File: src/rtl/rxtag_pkg.sv
package rxtag_pkg;
  typedef struct packed {
    logic       first;
    logic [7:0] data;
  } rx_entry_t;

  localparam int unsigned WIDE_TAG_BIT = 11;
endpackage

File: src/rtl/rxtag_marker.sv
module rxtag_marker (
  input  logic clk,
  input  logic rst_n,
  input  logic addr_done,
  input  logic stored,
  output logic tag_now,
  output logic pending
);
  logic pend_q, pend_d;

  assign tag_now = pend_q | addr_done;
  assign pending = pend_q;

  always_comb begin
    pend_d = pend_q;
    if (stored) begin
      pend_d = 1'b0;
    end else if (addr_done) begin
      pend_d = 1'b1;
    end
  end

  always_ff @(posedge clk or negedge rst_n) begin
    if (!rst_n) begin
      pend_q <= 1'b0;
    end else begin
      pend_q <= pend_d;
    end
  end
endmodule

File: src/rtl/rxtag_fifo.sv
module rxtag_fifo
  import rxtag_pkg::*;
#(
  parameter int unsigned DEPTH = 8
) (
  input  logic                         clk,
  input  logic                         rst_n,
  input  logic                         push,
  input  rx_entry_t                    push_entry,
  input  logic                         pop,
  output rx_entry_t                    head,
  output logic                         push_ok,
  output logic                         empty,
  output logic                         full,
  output logic [$clog2(DEPTH+1)-1:0]   count
);
  localparam int unsigned PW = (DEPTH > 1) ? $clog2(DEPTH) : 1;
  localparam int unsigned CW = $clog2(DEPTH + 1);

  logic [PW-1:0] wr_q, wr_d, rd_q, rd_d;
  logic [CW-1:0] cnt_q, cnt_d;
  rx_entry_t     mem_q [DEPTH];
  logic          do_pop;

  function automatic logic [PW-1:0] ptr_next(input logic [PW-1:0] p);
    if (p == PW'(DEPTH - 1)) begin
      return '0;
    end
    return p + 1'b1;
  endfunction

  assign empty   = (cnt_q == '0);
  assign full    = (cnt_q == CW'(DEPTH));
  assign push_ok = push && !full;
  assign do_pop  = pop && !empty;
  assign head    = mem_q[rd_q];
  assign count   = cnt_q;

  always_comb begin
    wr_d  = wr_q;
    rd_d  = rd_q;
    cnt_d = cnt_q + CW'(push_ok) - CW'(do_pop);
    if (push_ok) begin
      wr_d = ptr_next(wr_q);
    end
    if (do_pop) begin
      rd_d = ptr_next(rd_q);
    end
  end

  always_ff @(posedge clk or negedge rst_n) begin
    if (!rst_n) begin
      wr_q  <= '0;
      rd_q  <= '0;
      cnt_q <= '0;
    end else begin
      wr_q  <= wr_d;
      rd_q  <= rd_d;
      cnt_q <= cnt_d;
    end
  end

  always_ff @(posedge clk) begin
    if (push_ok) begin
      mem_q[wr_q] <= push_entry;
    end
  end
endmodule

File: src/rtl/rxtag_readport.sv
module rxtag_readport
  import rxtag_pkg::*;
#(
  parameter int unsigned HOST_W = 32,
  parameter bit          TAG_EN = 1'b1
) (
  input  logic              clk,
  input  logic              rst_n,
  input  logic              rd_en,
  input  logic [1:0]        rd_ofs,
  input  logic              empty,
  input  rx_entry_t         head,
  output logic              pop,
  output logic [HOST_W-1:0] rd_data,
  output logic              underflow
);
  logic              want_pop;
  logic [HOST_W-1:0] rd_val;
  logic [HOST_W-1:0] data_q, data_d;
  logic              uf_q, uf_d;

  generate
    if (HOST_W == 8) begin : g_narrow
      logic held_q, held_d;

      always_comb begin
        want_pop = rd_en && (rd_ofs == 2'd0);
        held_d   = held_q;
        if (want_pop && !empty) begin
          held_d = head.first & TAG_EN;
        end
        case (rd_ofs)
          2'd0:    rd_val = empty ? 8'h00 : head.data;
          2'd1:    rd_val = {4'b0000, held_q, 3'b000};
          default: rd_val = 8'h00;
        endcase
      end

      always_ff @(posedge clk or negedge rst_n) begin
        if (!rst_n) begin
          held_q <= 1'b0;
        end else begin
          held_q <= held_d;
        end
      end
    end else begin : g_wide
      always_comb begin
        want_pop = rd_en && (rd_ofs == 2'd0);
        rd_val   = '0;
        if (want_pop && !empty) begin
          rd_val[7:0]          = head.data;
          rd_val[WIDE_TAG_BIT] = head.first & TAG_EN;
        end
      end
    end
  endgenerate

  always_comb begin
    pop    = want_pop && !empty;
    uf_d   = uf_q | (want_pop && empty);
    data_d = rd_en ? rd_val : data_q;
  end

  always_ff @(posedge clk or negedge rst_n) begin
    if (!rst_n) begin
      data_q <= '0;
      uf_q   <= 1'b0;
    end else begin
      data_q <= data_d;
      uf_q   <= uf_d;
    end
  end

  assign rd_data   = data_q;
  assign underflow = uf_q;
endmodule

File: src/rtl/i2c_rx_readout.sv
module i2c_rx_readout
  import rxtag_pkg::*;
#(
  parameter int unsigned DEPTH  = 8,
  parameter int unsigned HOST_W = 32,
  parameter bit          TAG_EN = 1'b1
) (
  input  logic              clk,
  input  logic              rst_n,
  input  logic              rx_valid,
  input  logic [7:0]        rx_byte,
  input  logic              addr_done,
  input  logic              rd_en,
  input  logic [1:0]        rd_ofs,
  output logic [HOST_W-1:0] rd_data,
  output logic              underflow
);
  localparam int unsigned CW = $clog2(DEPTH + 1);

  rx_entry_t       push_entry, head;
  logic            push_ok, empty, full, pop, tag_now, pending;
  logic [CW-1:0]   count;

  assign push_entry.first = tag_now;
  assign push_entry.data  = rx_byte;

  rxtag_marker u_mark (
    .clk       (clk),
    .rst_n     (rst_n),
    .addr_done (addr_done),
    .stored    (push_ok),
    .tag_now   (tag_now),
    .pending   (pending)
  );

  rxtag_fifo #(.DEPTH(DEPTH)) u_fifo (
    .clk        (clk),
    .rst_n      (rst_n),
    .push       (rx_valid),
    .push_entry (push_entry),
    .pop        (pop),
    .head       (head),
    .push_ok    (push_ok),
    .empty      (empty),
    .full       (full),
    .count      (count)
  );

  rxtag_readport #(.HOST_W(HOST_W), .TAG_EN(TAG_EN)) u_rport (
    .clk       (clk),
    .rst_n     (rst_n),
    .rd_en     (rd_en),
    .rd_ofs    (rd_ofs),
    .empty     (empty),
    .head      (head),
    .pop       (pop),
    .rd_data   (rd_data),
    .underflow (underflow)
  );
endmodule

File: config.mk
export PLATFORM = sky130hd
export DESIGN_NAME = i2c_rx_readout
export DESIGN_NICKNAME = d
export VERILOG_FILES = /design/src/rtl/rxtag_pkg.sv /design/src/rtl/rxtag_marker.sv /design/src/rtl/rxtag_fifo.sv /design/src/rtl/rxtag_readport.sv /design/src/rtl/i2c_rx_readout.sv
export SDC_FILE = /design/constraint.sdc
export NUM_CORES = 1
export LEC_CHECK = 0
export ABC_AREA = 1
export BUFFER_PORTS_ARGS = -buffer_cell sky130_fd_sc_hd__buf_2
export CAP_MARGIN = 20
export CORE_MARGIN = 2
export CORE_UTILIZATION = 58
export CTS_CLUSTER_DIAMETER = 80
export DETAILED_ROUTE_END_ITERATION = 8
export HOLD_SLACK_MARGIN = 0.15
export PLACE_DENSITY = 0.79
export SLEW_MARGIN = 5
export SYNTH_ARGS = -nofsm -noshare
export SYNTH_HDL_FRONTEND = slang
export SYNTH_SLANG_ARGS = --single-unit
File: constraint.sdc
create_clock -name clk -period 2.53 [get_ports clk]
set_input_delay 0.1265 -clock clk [delete_from_list [all_inputs] [get_ports clk]]
set_output_delay 0.1265 -clock clk [all_outputs]
set_load 0.02 [all_outputs]
==> results.yml <==
routing:
  wl_per_cell_um: 14.6
  drt_iter0_drc: 247
  detail_route.wirelength_um: 8260
  vias: 2823
  drc: 0
  routed_via_density: 4.99
  final_antenna_net_count: 0
  dr.pass1.iters: 5
logic_synthesis:
  yosys_warnings: 0
  ys_seq_area_share_pct: 63.0
  synth_edf_count: 72
  avgSynthCellArea_um2: 10.3
  synth-seq-cells: 93
  syn_area_um2: 4260
  ys.flop_type: "edfxtp_1"
  ys_types: 24
  netlist_instances: 414
  synthArstFlopShare_pct: 22.6
power_and_ir_drop:
  powerDensity_nw_per_um2: 971
  finalPower_mw: 4.58
  p_int_mw: 2.85
  power.leakage_nw: 2.19
  seqPwrFrac_pct: 46.0
  p_comb_share_pct: 35.0
  p_switching_mw: 1.74
  p_sw_share_pct: 37.9
  ir_worst_vdd_mv: 0.354
  p_clk_share_pct: 19.0
worst_setup_path:
  r2r_setup_slack_ps: 500
  cp-end-kind: "flip-flop"
  crit_cells: 9
  worstPathArrival_ps: 2320
  crit_start: "u_fifo.count[1]$_DFF_PN0_"
  timing.rr.end: "u_fifo.count[2]$_DFF_PN0_"
  path_delay_family: "adder cells"
  cp-start-kind: "flip-flop"
  crit_top_cell: "inv_1"
  required_ps: 2820
  slowest_stage: "dfrtp_1"
  worstSetupPathType: "reg2reg"
  crit_chain: "nor2_4, nand2_1, nand2_2, ha_1, inv_1, ha_2, inv_1, fa_1, xnor2_1"
  reg2regPathDepth: 9
  worst-path-buf-inv: 2
  path_max_fanout: 4
  max_stage_delay_ps: 470
  reg2reg_from: "u_fifo.count[1]$_DFF_PN0_"
  critPathCapture: "u_fifo.count[2]$_DFF_PN0_"
sta:
  max_slew.worst_pin.slew_ps: 632
  fin_crit_ps: 2030
  finalHoldViolations: 0
  skew_ps: 11.4
  clock.fmax_mhz: 493
  setup_viol: 0
  slew-limit-headroom_pct: 57.8
  setup-tns-final_ps: 0
  slew_viol_final: 0
  rsz0062_at_grt: "no"
  min_period_over_period_pct: 80.1
clocking:
  clk_latency_ps: 370
  cts_made_buffers: 9
  cts.clk_slew.worst_paths_ps: 90
  cts_sinks: 93
  clock_path_buffers: 2
  cts_max_level: 3
  cts-root-buf: "clkbuf_8"
  cts_tree: "yes"
global_route:
  grt_pass1_vias: 2793
  overflow: 0
  grt_pass1_wl_um: 13400
  antenna_found_initial: 0
  grt_max_degree: 39
  grt_usage_pct: 21.7
floorplan:
  core-area_um2: 7180
  die_y_um: 89.7
  start_util_pct: 59.4
  die_area_um2: 8050
  die_w_um: 89.7
  num_rows: 31
  ios: 48
status:
  status: "finished, final reports clean"
finish:
  antenna_cells: 0
  fin_area_um2: 4720
  drive_gt1_share_pct: 12.6
  final_net_count: 488
  stdcell_count: 566
  syn_to_final_growth_pct: 10.7
placed_design:
  place_inst: 536
  gp_congestion: 0.764
  post-dp-hpwl_um: 5060
  place_area_um2: 4410
  port_buffers: 24
run:
  max_cap_viol_count: 0
hold_path:
  hold_class: "in2reg"
state kept, by name (all words and copies together), names as in the netlist:
| name | flops |
|---|---|
| u_fifo.wr_q | 3 |
| u_mark.pending | 1 |
| u_fifo.count | 4 |
| u_rport.rd_data | 9 |
| u_rport.underflow | 1 |
| u_fifo.rd_q | 3 |
| u_fifo.mem_q | 72 |
metal layers:
layer,vias up,part of all wire [%],global-route usage [%]
met5,-,0,0
met4,0,1.6,9.23
met3,13,6.4,4.95
met2,109,50,35.7
met1,1334,42,27.9
li1,1367,-,-
worst min-delay path by stage:
stage / depth (start not counted) / to / start / slack [ps]
CTS: 4 / u_rport.rd_data[3]$_DFFE_PN0P_ / rd_en / 220
floorplan: 0 / u_fifo.count[0]$_DFF_PN0_ / rst_n / -170
global placement: 1 / u_fifo.count[3]$_DFF_PN0_ / rst_n / 120
finish: 4 / u_rport.rd_data[4]$_DFFE_PN0P_ / rd_en / 230
global route: 4 / u_rport.rd_data[11]$_DFFE_PN0P_ / rd_en / 280
detailed placement: 1 / u_fifo.count[3]$_DFF_PN0_ / rst_n / 120
stage by stage:
step | setup WS [ps] | hold WS (ps) | util, %
6_report | 504 | 232 | 65.8
5_1_grt | 396 | 279 | 65.8
4_1_cts | 142 | 224 | 65.9
3_5_place_dp | 532 | 121 | 61.4
3_3_place_gp | 649 | 117 | 61.4
2_1_floorplan | 546 | -169 | -
Yosys cell counts, types with 2 or more instances:
cell | n | area share, %
inv_1 | 65 | 5.7
ha_1 | 10 | 2.9
nand3_1 | 55 | 6.5
buf_2 | 3 | 0.35
clkinv_1 | 2 | 0.18
inv_2 | 2 | 0.18
nand2_2 | 2 | 0.29
nand2_1 | 122 | 11
nor2_1 | 11 | 0.97
dfrtp_1 | 21 | 12
buf_6 | 5 | 1.3
buf_4 | 27 | 4.8
a21oi_1 | 2 | 0.23
xnor2_1 | 2 | 0.41
edfxtp_1 | 72 | 51
o21ai_0 | 5 | 0.59
layout make-up:
type | instances | area [um2]
clock inverter | 6 | 41.3
inverter | 70 | 265
timing repair buffer | 50 | 350
multi-input combinational | 238 | 1120
sequential | 93 | 2690
clock buffer | 10 | 128
tap | 99 | 124
fill | 550 | 2450
tightest hold or removal path, delay by kind of cell:
kind | cells | cell delay, ps
simple gates | 2 | 130
buf+inv | 2 | 310
placed cells by master (no fill, tap or decap), types with 2 or more instances in the layout:
| cell type | instances |
|---|---|
| inv_2 | 2 |
| clkbuf_8 | 9 |
| a21oi_1 | 2 |
| nand2_1 | 121 |
| clkinv_1 | 3 |
| edfxtp_1 | 72 |
| inv_1 | 65 |
| nand2_2 | 3 |
| nor2_1 | 11 |
| buf_2 | 24 |
| conb_1 | 23 |
| xnor2_1 | 2 |
| nand3_1 | 55 |
| clkinv_4 | 2 |
| buf_4 | 12 |
| ha_1 | 9 |
| dfrtp_1 | 21 |
| clkinvlp_4 | 2 |
| o21ai_0 | 5 |
| dlygate4sd3_1 | 14 |
logic make-up after synthesis:
kind of cell               synth area share [%]
and+or+nand+nor                            18.9
buffers and inverters                      12.6
DFF                                        63.0
adders and majority gates                  3.40
AOI/OAI and AO/OA                          1.56
xor gates and xnor gates                  0.411
other                                    0.0879
power by group through the flow:
| stage | sequential [mW] | combinational, mW | clock, mW |
|---|---|---|---|
| finish | 2.11 | 1.60 | 0.872 |
| global route | 2.14 | 1.80 | 0.956 |
| CTS | 2.11 | 1.60 | 0.882 |
| detailed placement | 2.14 | 1.57 | 0 |
| global placement | 2.13 | 1.50 | 0 |
| floorplan | 2.15 | 1.19 | 0 |
repair_timing:
| item | 4_1_cts | 5_1_grt |
|---|---|---|
| endpoints found under the hold margin | 89 | 0 |
| setup buffers | 0 | 0 |
| setup endpoints to repair | 0 | 1 |
| gates resized for setup | 0 | 2 |
| hold buffers | 15 | 0 |
Power figures use the tool's default switching activity.
